==> config.mk <==
export PLATFORM = sky130hd
export DESIGN_NAME = dma_chan_seq
export DESIGN_NICKNAME = d
export VERILOG_FILES = /design/src/rtl/dma_seq_pkg.sv /design/src/rtl/dma_req_detect.sv /design/src/rtl/dma_chan_regs.sv /design/src/rtl/dma_xfer_fsm.sv /design/src/rtl/dma_chan_seq.sv
export SDC_FILE = /design/constraint.sdc
export NUM_CORES = 1
export LEC_CHECK = 0
export BUFFER_PORTS_ARGS = -buffer_cell sky130_fd_sc_hd__buf_2
export CORE_UTILIZATION = 52
export CTS_CLUSTER_DIAMETER = 120
export DETAILED_ROUTE_END_ITERATION = 16
export GPL_TIMING_DRIVEN = 0
export MAX_ROUTING_LAYER = met4
export PLACE_DENSITY_LB_ADDON = 0.2
export SYNTH_ARGS = -nofsm -noshare
export SYNTH_HDL_FRONTEND = slang
export SYNTH_SLANG_ARGS = --single-unit
==> constraint.sdc <==
create_clock -name clk_i -period 2.7 [get_ports clk_i]
set_clock_uncertainty 0.2 [all_clocks]
set_input_delay 0.54 -clock clk_i [delete_from_list [all_inputs] [get_ports clk_i]]
set_output_delay 0.54 -clock clk_i [all_outputs]
set_load 0.03 [all_outputs]
==> src/rtl/dma_seq_pkg.sv <==
package dma_seq_pkg;
  typedef enum logic [1:0] {
    SZ_BYTE = 2'b00,
    SZ_WORD = 2'b01,
    SZ_LONG = 2'b10,
    SZ_QUAD = 2'b11
  } xfer_size_e;

  typedef struct packed {
    logic       sel_edge;
    logic       burst;
    xfer_size_e size;
    logic       ie;
  } ctrl_t;

  localparam int unsigned QUAD_BEATS = 4;
  localparam int unsigned B_SEL   = 6;
  localparam int unsigned B_BURST = 5;
  localparam int unsigned B_SIZE  = 3;
  localparam int unsigned B_IE    = 2;
  localparam int unsigned B_END   = 1;
  localparam int unsigned B_EN    = 0;

  localparam logic [1:0] SRC_EXT    = 2'd0;
  localparam logic [1:0] SRC_PERIPH = 2'd1;
endpackage

==> src/rtl/dma_req_detect.sv <==
module dma_req_detect #(
  parameter int unsigned SYNC_STAGES = 2
) (
  input  logic clk_i,
  input  logic rst_ni,
  input  logic req_ni,
  input  logic edge_mode_i,
  input  logic take_i,
  output logic level_o,
  output logic pend_o
);
  logic [SYNC_STAGES-1:0] sync_q;
  logic prev_q, pend_q;
  logic fall;

  always_ff @(posedge clk_i or negedge rst_ni) begin
    if (!rst_ni) begin
      sync_q <= '1;
      prev_q <= 1'b1;
    end else begin
      sync_q <= {sync_q[SYNC_STAGES-2:0], req_ni};
      prev_q <= sync_q[SYNC_STAGES-1];
    end
  end

  assign fall    = prev_q & ~sync_q[SYNC_STAGES-1];
  assign level_o = ~sync_q[SYNC_STAGES-1];

  // one pending slot; a new edge in the take cycle survives
  always_ff @(posedge clk_i or negedge rst_ni) begin
    if (!rst_ni)           pend_q <= 1'b0;
    else if (!edge_mode_i) pend_q <= 1'b0;
    else if (fall)         pend_q <= 1'b1;
    else if (take_i)       pend_q <= 1'b0;
  end

  assign pend_o = pend_q;
endmodule

==> src/rtl/dma_chan_regs.sv <==
module dma_chan_regs
  import dma_seq_pkg::*;
#(
  parameter bit          HAS_SEL = 1'b1,
  parameter int unsigned DATA_W  = 16,
  parameter int unsigned CNT_W   = 16
) (
  input  logic              clk_i,
  input  logic              rst_ni,
  input  logic              we_i,
  input  logic              addr_i,
  input  logic [DATA_W-1:0] wdata_i,
  input  logic              busy_i,
  input  logic              unit_done_i,
  output ctrl_t             ctrl_o,
  output logic              en_o,
  output logic              end_o,
  output logic              cnt_zero_o,
  output logic              cnt_last_o,
  output logic [DATA_W-1:0] rdata_o
);
  ctrl_t            ctrl_q;
  logic             en_q, end_q;
  logic [CNT_W-1:0] cnt_q;

  always_ff @(posedge clk_i or negedge rst_ni) begin
    if (!rst_ni) begin
      ctrl_q <= '0;
      en_q   <= 1'b0;
      end_q  <= 1'b0;
      cnt_q  <= '0;
    end else begin
      if (unit_done_i) begin
        cnt_q <= cnt_q - 1'b1;
        if (cnt_last_o) end_q <= 1'b1;
      end
      if (we_i && !addr_i) begin
        en_q <= wdata_i[B_EN];
        if (!wdata_i[B_END]) end_q <= 1'b0;
        if (!busy_i) begin
          ctrl_q.sel_edge <= HAS_SEL ? wdata_i[B_SEL] : 1'b0;
          ctrl_q.burst    <= wdata_i[B_BURST];
          ctrl_q.size     <= xfer_size_e'(wdata_i[B_SIZE+1:B_SIZE]);
          ctrl_q.ie       <= wdata_i[B_IE];
        end
      end
      if (we_i && addr_i && !busy_i) cnt_q <= wdata_i[CNT_W-1:0];
    end
  end

  assign ctrl_o     = ctrl_q;
  assign en_o       = en_q;
  assign end_o      = end_q;
  assign cnt_zero_o = (cnt_q == '0);
  assign cnt_last_o = (cnt_q == CNT_W'(1));

  always_comb begin
    rdata_o = '0;
    if (addr_i) rdata_o[CNT_W-1:0] = cnt_q;
    else begin
      rdata_o[B_SEL]             = ctrl_q.sel_edge;
      rdata_o[B_BURST]           = ctrl_q.burst;
      rdata_o[B_SIZE+1:B_SIZE]   = ctrl_q.size;
      rdata_o[B_IE]              = ctrl_q.ie;
      rdata_o[B_END]             = end_q;
      rdata_o[B_EN]              = en_q;
    end
  end


  mode_stable_chk: assert property (@(posedge clk_i) disable iff (!rst_ni)
    $past(busy_i) |-> $stable(ctrl_q));
endmodule

==> src/rtl/dma_xfer_fsm.sv <==
module dma_xfer_fsm
  import dma_seq_pkg::*;
(
  input  logic       clk_i,
  input  logic       rst_ni,
  input  logic       start_i,
  input  logic       burst_i,
  input  xfer_size_e size_i,
  input  logic       cnt_last_i,
  input  logic       gnt_i,
  input  logic       done_i,
  output logic       busy_o,
  output logic [1:0] size_o,
  output logic       unit_done_o
);
  localparam int unsigned BW = $clog2(QUAD_BEATS);

  logic          busy_q;
  logic [BW-1:0] beat_q;
  logic          beat_ok, last_beat;

  assign beat_ok     = busy_q & gnt_i & done_i;
  assign last_beat   = (size_i != SZ_QUAD) || (beat_q == BW'(QUAD_BEATS-1));
  assign unit_done_o = beat_ok & last_beat;

  always_ff @(posedge clk_i or negedge rst_ni) begin
    if (!rst_ni) begin
      busy_q <= 1'b0;
      beat_q <= '0;
    end else if (!busy_q) begin
      busy_q <= start_i;
      beat_q <= '0;
    end else if (beat_ok) begin
      if (last_beat) begin
        beat_q <= '0;
        busy_q <= burst_i && !cnt_last_i;
      end else begin
        beat_q <= beat_q + 1'b1;
      end
    end
  end

  assign busy_o = busy_q;
  assign size_o = (size_i == SZ_QUAD) ? SZ_LONG : size_i;


  burst_hold_chk: assert property (@(posedge clk_i) disable iff (!rst_ni)
    (unit_done_o && burst_i && !cnt_last_i) |=> busy_q);

  steal_release_chk: assert property (@(posedge clk_i) disable iff (!rst_ni)
    (unit_done_o && !burst_i) |=> !busy_q);
endmodule

==> src/rtl/dma_chan_seq.sv <==
module dma_chan_seq
  import dma_seq_pkg::*;
#(
  parameter bit          HAS_SEL     = 1'b1,
  parameter int unsigned DATA_W      = 16,
  parameter int unsigned CNT_W       = 16,
  parameter int unsigned SYNC_STAGES = 2
) (
  input  logic              clk_i,
  input  logic              rst_ni,
  input  logic              reg_we_i,
  input  logic              reg_addr_i,
  input  logic [DATA_W-1:0] reg_wdata_i,
  output logic [DATA_W-1:0] reg_rdata_o,
  input  logic              req_ni,
  input  logic [1:0]        src_i,
  output logic              bus_req_o,
  input  logic              bus_gnt_i,
  input  logic              bus_done_i,
  output logic [1:0]        size_o,
  output logic              irq_o
);
  ctrl_t ctrl;
  logic  en, end_flag, cnt_zero, cnt_last, busy, unit_done;
  logic  level, pend, is_auto, edge_mode, trig, start;

  assign is_auto   = src_i[1];
  // peripheral source forces edge sampling
  assign edge_mode = !is_auto && ((src_i == SRC_PERIPH) || ctrl.sel_edge);
  assign trig      = is_auto || (edge_mode ? pend : level);
  assign start     = !busy && en && !end_flag && !cnt_zero && trig;

  dma_req_detect #(.SYNC_STAGES(SYNC_STAGES)) u_det (
    .clk_i, .rst_ni, .req_ni,
    .edge_mode_i(edge_mode),
    .take_i     (start),
    .level_o    (level),
    .pend_o     (pend)
  );

  dma_chan_regs #(.HAS_SEL(HAS_SEL), .DATA_W(DATA_W), .CNT_W(CNT_W)) u_regs (
    .clk_i, .rst_ni,
    .we_i       (reg_we_i),
    .addr_i     (reg_addr_i),
    .wdata_i    (reg_wdata_i),
    .busy_i     (busy),
    .unit_done_i(unit_done),
    .ctrl_o     (ctrl),
    .en_o       (en),
    .end_o      (end_flag),
    .cnt_zero_o (cnt_zero),
    .cnt_last_o (cnt_last),
    .rdata_o    (reg_rdata_o)
  );

  dma_xfer_fsm u_fsm (
    .clk_i, .rst_ni,
    .start_i    (start),
    .burst_i    (ctrl.burst),
    .size_i     (ctrl.size),
    .cnt_last_i (cnt_last),
    .gnt_i      (bus_gnt_i),
    .done_i     (bus_done_i),
    .busy_o     (busy),
    .size_o     (size_o),
    .unit_done_o(unit_done)
  );

  assign bus_req_o = busy;
  assign irq_o     = end_flag & ctrl.ie;


  end_bus_chk: assert property (@(posedge clk_i) disable iff (!rst_ni)
    end_flag |-> !bus_req_o);

  auto_start_chk: assert property (@(posedge clk_i) disable iff (!rst_ni)
    (is_auto && en && !end_flag && !cnt_zero && !busy) |=> bus_req_o);
endmodule

---- Yosys cells after proc, flatten, opt, wreduce, memory -nomap -nowiden ----
Index checks and enable logic that the tools add are counted.
word-level totals
  register bits ........................... 30
  output and inout port bits .............. 20
  logic and storage cells ................. 68
cells by class
  add/subtract/negate cells ............... 2
  equal/unequal tests ..................... 7
  mux-type cells .......................... 19
  bitwise gates (word level) .............. 7
  reduce and logical (&&, ||, !) cells .... 21
operator list
  operator               count
  $mux 16                2
  $eq 16x1->1 const B    1
  $logic_not 16->1       1
  $sub 16x1->16 const B  1
  $mux 1                 11
  $logic_and 1x1->1      9
  $mux 9                 1
  $mux 2                 4
  $mux 7                 1
  $logic_not 1->1        6
  $and 1x1->1            5
  $eq 2x2->1 const B     2
  $ne 2x2->1 const B     2
  $logic_or 1x1->1       3
  $ne 3x1->1 const B     1
  $add 2x1->2 const B    1
  $eq 2x1->1 const B     1
  $not 1->1              2
  $reduce_and 2->1       1
  $reduce_bool 2->1      1

---- Depth between registers and ports, before layout ----
Gate-level depths: netlist of run 1.
  depth in word-level cells ............... 9
  mapped depth ............................ 6
  depth with buffers taken out ............ 6

---- Cells and area by module ----
A second synthesis of run 1 with hierarchy kept.
unflattened totals
  cells, all modules ...................... 188
  area total of the unflattened synthesis .. 1,806.7 um^2
by module, submodules not included
  module          times used  cells an instance  area an instance (um^2)  sequential area each (um^2)
  dma_chan_regs   1           154                1,442.6                  575.6
  dma_xfer_fsm    1           19                 177.7                    75.1
  dma_req_detect  1           8                  133.9                    103.8
  dma_chan_seq    1           7                  52.6                     0.0

---- Least setup slack after synthesis of run 1 ----
Ideal clock, no wire load.
  path type ............................... flip-flop to flip-flop
  start point ............................. reg u_regs.cnt_q[4]
  end point ............................... reg u_regs.cnt_q[14]
  library setup time ...................... 82 ps
  arrival time ............................ 2,085 ps
  data required time ...................... 2,418 ps
  path slack .............................. 333 ps
  cell stages (with the launch flop) ...... 6
  path buffers ............................ 1
  path through ............................ dfrtp_1 buf_6 or4_4 or4_4 or4_1 a31oi_1
on the way
  cells in the longest elaborated chain, start to end .. 3
RTL lines
  item                    line                 text
  start, declared         dma_chan_regs.sv:24  logic [CNT_W-1:0] cnt_q;
  start signal, assigned  dma_chan_regs.sv:34  cnt_q <= cnt_q - 1'b1;
  start signal, assigned  dma_chan_regs.sv:47  if (we_i && addr_i && !busy_i) cnt_q <= wdata_i[CNT_W-1:0];
  $sub 16x1->16           dma_chan_regs.sv:34
  $mux 16                 dma_chan_regs.sv:33  if (unit_done_i) begin
  $mux 16                 dma_chan_regs.sv:47
No other way between the ends. The select of a mux whose other input is x is not followed.
A chain may end at the register's enable or synchronous reset.

---- Worst setup path in the final report of run 1 ----
  start point ............................. in reg_addr_i
  end point ............................... out reg_rdata_o[5]
on the way
  cells in the longest elaborated chain, start to end .. 1
RTL lines
  item             line                 text
  start, declared  dma_chan_seq.sv:12   input logic reg_addr_i,
  $mux 7           dma_chan_regs.sv:59  if (addr_i) rdata_o[CNT_W-1:0] = cnt_q;
  end, declared    dma_chan_seq.sv:14   output logic [DATA_W-1:0] reg_rdata_o,
No other way between the ends.

==> results of run 1 <==
[sequential cells by signal, summed over array words and instances (netlist names)]
| signal | cells |
|---|---|
| u_fsm.beat_q | 2 |
| u_regs.ctrl_o | 5 |
| u_det.pend_o | 1 |
| u_regs.cnt_q | 16 |
| u_det.prev_q | 1 |
| u_regs.en_o | 1 |
| u_det.sync_q | 2 |
| u_regs.end_o | 1 |
| u_fsm.busy_o | 1 |
[synth_stat cells (2+ instances only)]
| master | count |
|---|---|
| nand2_1 | 12 |
| dfstp_2 | 3 |
| o31ai_1 | 2 |
| nand2b_1 | 3 |
| or4_1 | 4 |
| nor4_1 | 4 |
| nor2_1 | 11 |
| inv_1 | 2 |
| or3_2 | 2 |
| o21ai_0 | 10 |
| xnor2_1 | 2 |
| nand3b_1 | 2 |
| or3_1 | 2 |
| ha_1 | 3 |
| a31oi_1 | 5 |
| and4_1 | 2 |
| a21oi_1 | 3 |
| nor3_1 | 3 |
| o211ai_1 | 3 |
| o31a_1 | 2 |
| nand4_1 | 2 |
| o41ai_1 | 2 |
| nand3_1 | 8 |
| mux2_2 | 13 |
| dfrtp_1 | 27 |
| nor2b_1 | 4 |
| xor2_1 | 4 |
| clkbuf_1 | 8 |
| or4_4 | 2 |
| and2_1 | 11 |
[logic make-up after synthesis]
family	Yosys count	share of synthesized area
AO/OA/AOI/OAI	32	0.1235
multiplexers	13	0.08603
buffers and inverters	11	0.02868
adder cells (fa/ha/maj)	3	0.02206
flip-flops	30	0.4434
XOR/XNOR	6	0.03088
AND/OR/NAND/NOR	78	0.2654
[layer usage]
metal | vias up | global-route usage | share of wire
li1 | 739 | - | -
met2 | 54 | 0.3997 | 0.49
met3 | 7 | 0.05459 | 0.055
met1 | 744 | 0.3037 | 0.44
met5 | - | - | 0
met4 | 0 | 0.1224 | 0.013
[metrics by stage]
stage          hold WS (ns)  cell area (um^2)  power (uW)    util
3_5_place_dp         0.1495              1972        1734  0.6407
2_1_floorplan       0.04441              1702        1469       -
5_1_grt             0.05298              2028        2138  0.6589
4_1_cts             0.03579              2023        1996  0.6573
3_3_place_gp         0.1468              1972        1699  0.6407
6_report            0.01756              2028        1998  0.6589
[worst paths after layout]
path / end / cells past startpoint / slack, ns
setup / recovery: reg_rdata_o[5] / 4 / 0.10
min in group clk_i: u_det.sync_q[0]$_DFF_PN1_ / 1 / 0.10
hold reg to reg: u_det.sync_q[1]$_DFF_PN1_ / 0 / 0.16
max in group asynchronous: u_fsm.beat_q[1]$_DFFE_PN0P_ / 1 / 1.82
hold / removal: u_regs.cnt_q[13]$_DFFE_PN0P_ / 1 / 0.02
setup reg to reg: u_regs.cnt_q[13]$_DFFE_PN0P_ / 4 / 0.25
[report_power, final]
part / total [uW] / switching (uW) / leakage [uW] / internal, uW
combinational: 896 / 525 / 0.000485 / 371
clock: 259 / 160 / 0.0000320 / 99.1
sequential: 843 / 220 / 0.000357 / 623
[cell type report]
class                           count  area share
Buffer                              9     0.02036
Timing Repair Buffer               43      0.1061
Tap cell                           44     0.02714
Clock buffer                        6     0.02036
Multi-Input combinational cell    132      0.4454
Sequential cell                    30      0.3720
Clock inverter                      2    0.004935
Inverter                            2    0.003701
==> metrics.md, run 1 <==
| Metric | Value |
|---|---|
| CTS buffer count | 5 |
| Largest net degree at the start of global routing | 31 |
| Post-detail-place hpwl | 2.737 mm |
| WP buf/inv | 3 |
| Setup_tns | 0 ns |
| WL final | 3.841 mm |
| Fillcell total | 260 |
| Place WS | 0.1089 ns |
| Boundary Pins | 45 |
| Die height | 59.21 um |
| Core Footprint | about 0.0031 mm^2 |
| Final slew viol count | 0 |
| Mapped Cells | 173 |
| RSZ-0062 raised after global routing | no |
| CP Launch Point | reg_addr_i |
| H-tree levels | 2 |
| Synth top area cells | dfrtp_1, mux2_2, dfstp_2 |
| Critical Path End Type | output pin |
| Via count | 1,544 |
| Initial core utilization | 0.5528 |
| Dominant cell type by area after synthesis | dfrtp_1 |
| Syn nets | 201 |
| Crit path time final | 2.597 ns |
| Register Area | 754.5 um^2 |
| Count of final setup violators | 0 |
| Asr flop ratio synth | 1.000 |
| First-pass GRT wire length | 6.285 mm |
| Netlist cell types | 42 |
| Most frequent cells in the layout | buf_2, dfrtp_1, mux2_2 |
| Clk_lat worst skew | around 0.32 ns |
| Placed Cells | between 200 and 300 |
| Crit-path slowest cell | mux2_2 |
| Cell chain of the critical path | clkbuf_1, clkbuf_1, mux2_2, buf_2 |
| Worst setup SP type | input pin |
| Worst path required time | 1.96 ns |
| Final ANT Viol Nets | 0 |
| Period utilization | 0.9620 |
| Synth warnings | 0 |
| Fin. Hold Viols | 0 |
| Initial antenna violation count | 0 |
| Routed length per instance | 14.33 um |
| Total track usage | 0.2520 |
| Leakage | approximately 0.00087 uW |
| CP top delay family | buffers and inverters |
| Area delta synth->final | 19.19% |
| Pwr dens | 985.1 mW/mm^2 |
| Post-synth EDFFs | 0 |
| Vias in the first global route | 1,421 |
| Layout Cells excl Fill | ~270 |
| Peak VDD IR | between 0.0004 and 0.0005 V |
| Die area | 0.003505 mm^2 |
| Setup CP Type | in2out |
| Worst-path fanout max | 10 |
| Synthesis-stage register bit count | 30 |
| Area of the multi-input gates | 903.4 um^2 |
| Die X-Extent | 59.21 um |
| Fmax | 385.0 MHz |
| Reg2reg start | u_regs.cnt_q[7]$_DFFE_PN0P_ |
| Synth top area share | 0.3971 |
| Setup ws final | 0.1025 ns |
| Commonest non-fill, non-tap cell in the layout | buf_2 |
| Vias/cell | 5.761 |
| Synth Flop Type | dfrtp_1 |
| Standard-cell rows | 20 |
| Worst-path clk slew | 0.11 ns |
| Mapped Area | roughly 0.0017 mm^2 |
| Routability cong. | around 0.87 |
| Drt pass-1 iters | 4 |
| HP Class | in2async |
| Starting DRT DRC Count | ~50 |
| Outcome | completed |
| Cell mode on critical path | clkbuf_1 |
| Hold_buf cts | 0 |
| CTS tree | yes |
| Data arrival, critical path | between 1.5 and 2 ns |
| Share of cells above drive strength 1 | 0.3348 |
| Root buffer cell | clkbuf_4 |
| Clk buf depth | 2 |
| Post-CTS sizing | 0 |
| Total gr overflow | 0 |
| Mean cell area of the mapped netlist | slightly below 10 um^2 |
| # port buffers | 43 |
| Buffer count from post-CTS setup fixing | 0 |
| DRC Markers | 0 |
| Nets | 251 |
| Seq/Total Area, Yosys | 0.4434 |
| Clock Sinks | 30 |
| Max-Cap Viols | 0 |
| Max incr delay on CP | 0.39 ns |
| Diode count | 0 |
| Transition time of the tightest slew-check pin | 0.6599 ns |
| Slew headroom | 0.5600 |
No activity file was read; power rests on OpenSTA's default activity.
==> run 2: changes to the inputs <==
--- a/config.mk
+++ b/config.mk
@@ -12,6 +12,7 @@
 export GPL_TIMING_DRIVEN = 0
 export MAX_ROUTING_LAYER = met4
 export PLACE_DENSITY_LB_ADDON = 0.2
+export RECOVER_POWER = 50
 export SYNTH_ARGS = -nofsm -noshare
 export SYNTH_HDL_FRONTEND = slang
 export SYNTH_SLANG_ARGS = --single-unit
==> run 2 against run 1 <==
The flow now finishes with violations (capacitance limit, slew limit). Count of clock-buffer cells in the layout stayed put. Utilization is 0.20 points lower. Wire length hardly changed.
==> metrics.md, run 2 (synthesis gave the netlist of run 1 again) <==
| Metric | Value |
|---|---|
| Sw power | 904.5 uW (was 904.8 uW) |
| Crit-path slowest cell | mux2_2 (unchanged) |
| Commonest non-fill, non-tap cell in the layout | buf_2 (unchanged) |
| Leakage | 0.0008576 uW (was 0.0008742 uW) |
| WP buf/inv | 3 (unchanged) |
| CTS tree | yes (unchanged) |
| DR top layer | met4 (unchanged) |
| H-tree levels | 2 (unchanged) |
| Clock power frac | 0.130 (was 0.129) |
| Routed wl met2 | 1.889 mm (was 1.891 mm) |
| Outcome | finished, violations left (was completed) |
| Reg-to-reg critical path endpoint | u_regs.cnt_q[13]$_DFFE_PN0P_ (unchanged) |
| Peak VDD IR | 0.0004935 V (was 0.0004937 V) |
| Initial core utilization | 0.5528 (unchanged) |
| R2r worst-path depth | 4 (unchanged) |
| Die area | 0.003505 mm^2 (unchanged) |
| CP top delay family | buffers and inverters (unchanged) |
| Starting DRT DRC Count | 52 (was 51) |
| Final slew viol count | 31 (was 0) |
| Vias in the first global route | 1,421 (unchanged) |
| Met1 Wirelength | 1.708 mm (was 1.686 mm) |
| # port buffers | 43 (unchanged) |
| Worst Hold Endpoint | u_det.sync_q[0]$_DFF_PN1_ |
| Worst path required time | 1.96 ns (about the same) |
| Core Footprint | 0.003078 mm^2 (unchanged) |
| Fillcell total | 261 (was 260) |
| Area of the multi-input gates | 903.4 um^2 (unchanged) |
| Setup_tns | 0 ns (unchanged) |
| Diode count | 0 (unchanged) |
| Switch share | 0.4544 (was 0.4529) |
| Nets | 251 (unchanged) |
| Flop2flop setup slack | 0.25 ns (about the same) |
| Max reg flops | 16 (unchanged) |
| HP Class | in2reg (was in2async) |
| Transition time of the tightest slew-check pin | 1.586 ns (was 0.6599 ns) |
| Area delta synth->final | 18.82% (was 19.19%) |
| First-pass GRT wire length | 6.285 mm (unchanged) |
| Setup CP Type | in2out (unchanged) |
| Int Power | 1086 uW (was 1093 uW) |
| Metal3 WL | 194 um (was 211 um) |
| Cell chain of the critical path | clkbuf_1, clkbuf_1, mux2_2, buf_2 (unchanged) |
| Worst-path fanout max | 10 (unchanged) |
| Cell mode on critical path | clkbuf_1 (unchanged) |
| Register Area | 754.5 um^2 (unchanged) |
| Count of final setup violators | 0 (unchanged) |
| Clk buf depth | 2 (unchanged) |
| RSZ-0062 raised after global routing | no (unchanged) |
| Total gr overflow | 0 (unchanged) |
| Hold Crit Start | req_ni |
| Vias/cell | 5.698 (was 5.761) |
| Worst-path clk slew | 0.10 ns (was 0.11 ns) |
| Fin. Hold Viols | 0 (unchanged) |
| Die height | 59.21 um (unchanged) |
| Max incr delay on CP | 0.39 ns (about the same) |
| Routability cong. | 0.8680 (unchanged) |
| Placed Cells | 260 (unchanged) |
| Initial antenna violation count | 0 (unchanged) |
| Clk_lat worst skew | 0.32 ns (about the same) |
| Most frequent cells in the layout | buf_2, dfrtp_1, clkbuf_1 (was buf_2, dfrtp_1, mux2_2) |
| Largest net degree at the start of global routing | 31 (unchanged) |
| Boundary Pins | 45 (unchanged) |
| Worst setup SP type | input pin (unchanged) |
| CTS buffer count | 5 (unchanged) |
| Reg2reg start | u_regs.cnt_q[7]$_DFFE_PN0P_ (unchanged) |
| Critical Path End Type | output pin (unchanged) |
| Period utilization | 0.9621 (was 0.9620) |
| DRC Markers | 0 (unchanged) |
| Fin util | 0.6569 (was 0.6589) |
| Slew headroom | -0.05759 (was 0.5600) |
| Die X-Extent | 59.21 um (unchanged) |
| Share of cells above drive strength 1 | 0.3080 (was 0.3348) |
| Buffer count from post-CTS setup fixing | 0 (unchanged) |
| Final ANT Viol Nets | 0 (unchanged) |
| Violated checks | capacitance limit, slew limit |
| Layout Cells excl Fill | 268 (unchanged) |
| Comb power frac | 0.447 (was 0.449) |
| Standard-cell rows | 20 (unchanged) |
| Worst hold slack | 0.1006 ns (was 0.01756 ns) |
| Crit path time final | 2.598 ns (was 2.597 ns) |
| Hold Crit Depth | 1 |
| Root buffer cell | clkbuf_4 (unchanged) |
| Flop pwr share | 0.423 (was 0.422) |
| Post-detail-place hpwl | 2.737 mm (unchanged) |
| WL final | 3.843 mm (was 3.841 mm) |
| Max-Cap Viols | 1 (was 0) |
| Data arrival, critical path | 1.86 ns (about the same) |
| Routed length per instance | 14.34 um (was 14.33 um) |
| Clock Sinks | 30 (unchanged) |
| Top reg by flops | u_regs.cnt_q (unchanged) |
| Drt pass-1 iters | 4 (unchanged) |
| Via count | 1,527 (was 1,544) |
| Fmax | 385.0 MHz (about the same) |
| Total track usage | 0.2520 (unchanged) |
| Pwr dens | 984.5 mW/mm^2 (was 985.1 mW/mm^2) |
==> run 2: changes by cell type in the layout (fill, tap and decap cells not counted) <==
cell / before / now
buf_2: 43 / 38
clkbuf_1: 9 / 14
dfstp_1: 0 / 1
dfstp_2: 3 / 2
==> run 2: how the worst max path moves through the flow <==
stage / start / end / slack (ns) / cells after the start
after floorplan: u_regs.cnt_q[4]$_DFFE_PN0P_ / u_regs.cnt_q[14]$_DFFE_PN0P_ / 0.33 / 5
after global placement: reg_addr_i / reg_rdata_o[5] / 0.12 / 4
after detailed placement: reg_addr_i / reg_rdata_o[5] / 0.11 / 4
after CTS: reg_addr_i / reg_rdata_o[5] / 0.11 / 4
after global routing: reg_addr_i / reg_rdata_o[5] / 0.008 / 4
final: reg_addr_i / reg_rdata_o[5] / 0.10 / 4
==> run 2: metrics by stage <==
stage	setup slack, ns	area, um^2	total power (uW)
6_report	0.1024	2022	1991
4_1_cts	0.1075	2023	1996
3_5_place_dp	0.1089	1972	1734
3_3_place_gp	0.1205	1972	1699
2_1_floorplan	0.3334	1702	1469
5_1_grt	0.008169	2022	2132
==> run 2: layout make-up <==
class,count,share of cell area
multi-input cells,132,0.4468
inverters,2,0.003713
clock inverters,2,0.004950
plain buffers,9,0.02042
well taps,44,0.02723
repair buffers,43,0.1033
clock buffers,6,0.02042
flip-flops and latches,30,0.3731
==> run 2: worst reg2reg max path, cell delays in order (launching register included) <==
cell,delay (ns)
dfrtp_1,0.46
or4_4,0.59
or4_4,0.52
or4_2,0.55
nand3_1,0.10
==> run 2: what timing repair did <==
action,4_1_cts,5_1_grt
hold buffers,0,0
setup endpoints to repair,0,1
gates resized for setup,0,1
==> run 2: power by group through the flow <==
stage                     registers (uW)  logic [uW]  clock network, uW
final                                842         889                259
after global routing                 871         972                288
after floorplan                      794         675                  0
after CTS                            835         897                263
after detailed placement             843         891                  0
after global placement               827         873                  0
==> run 2: per-layer routing <==
metal / vias to the layer above / GRT usage
li1: 739 / -
met1: 734 / 0.3037
met2: 47 / 0.3997
met3: 7 / 0.05459
met4: 0 / 0.1224
met5: - / -
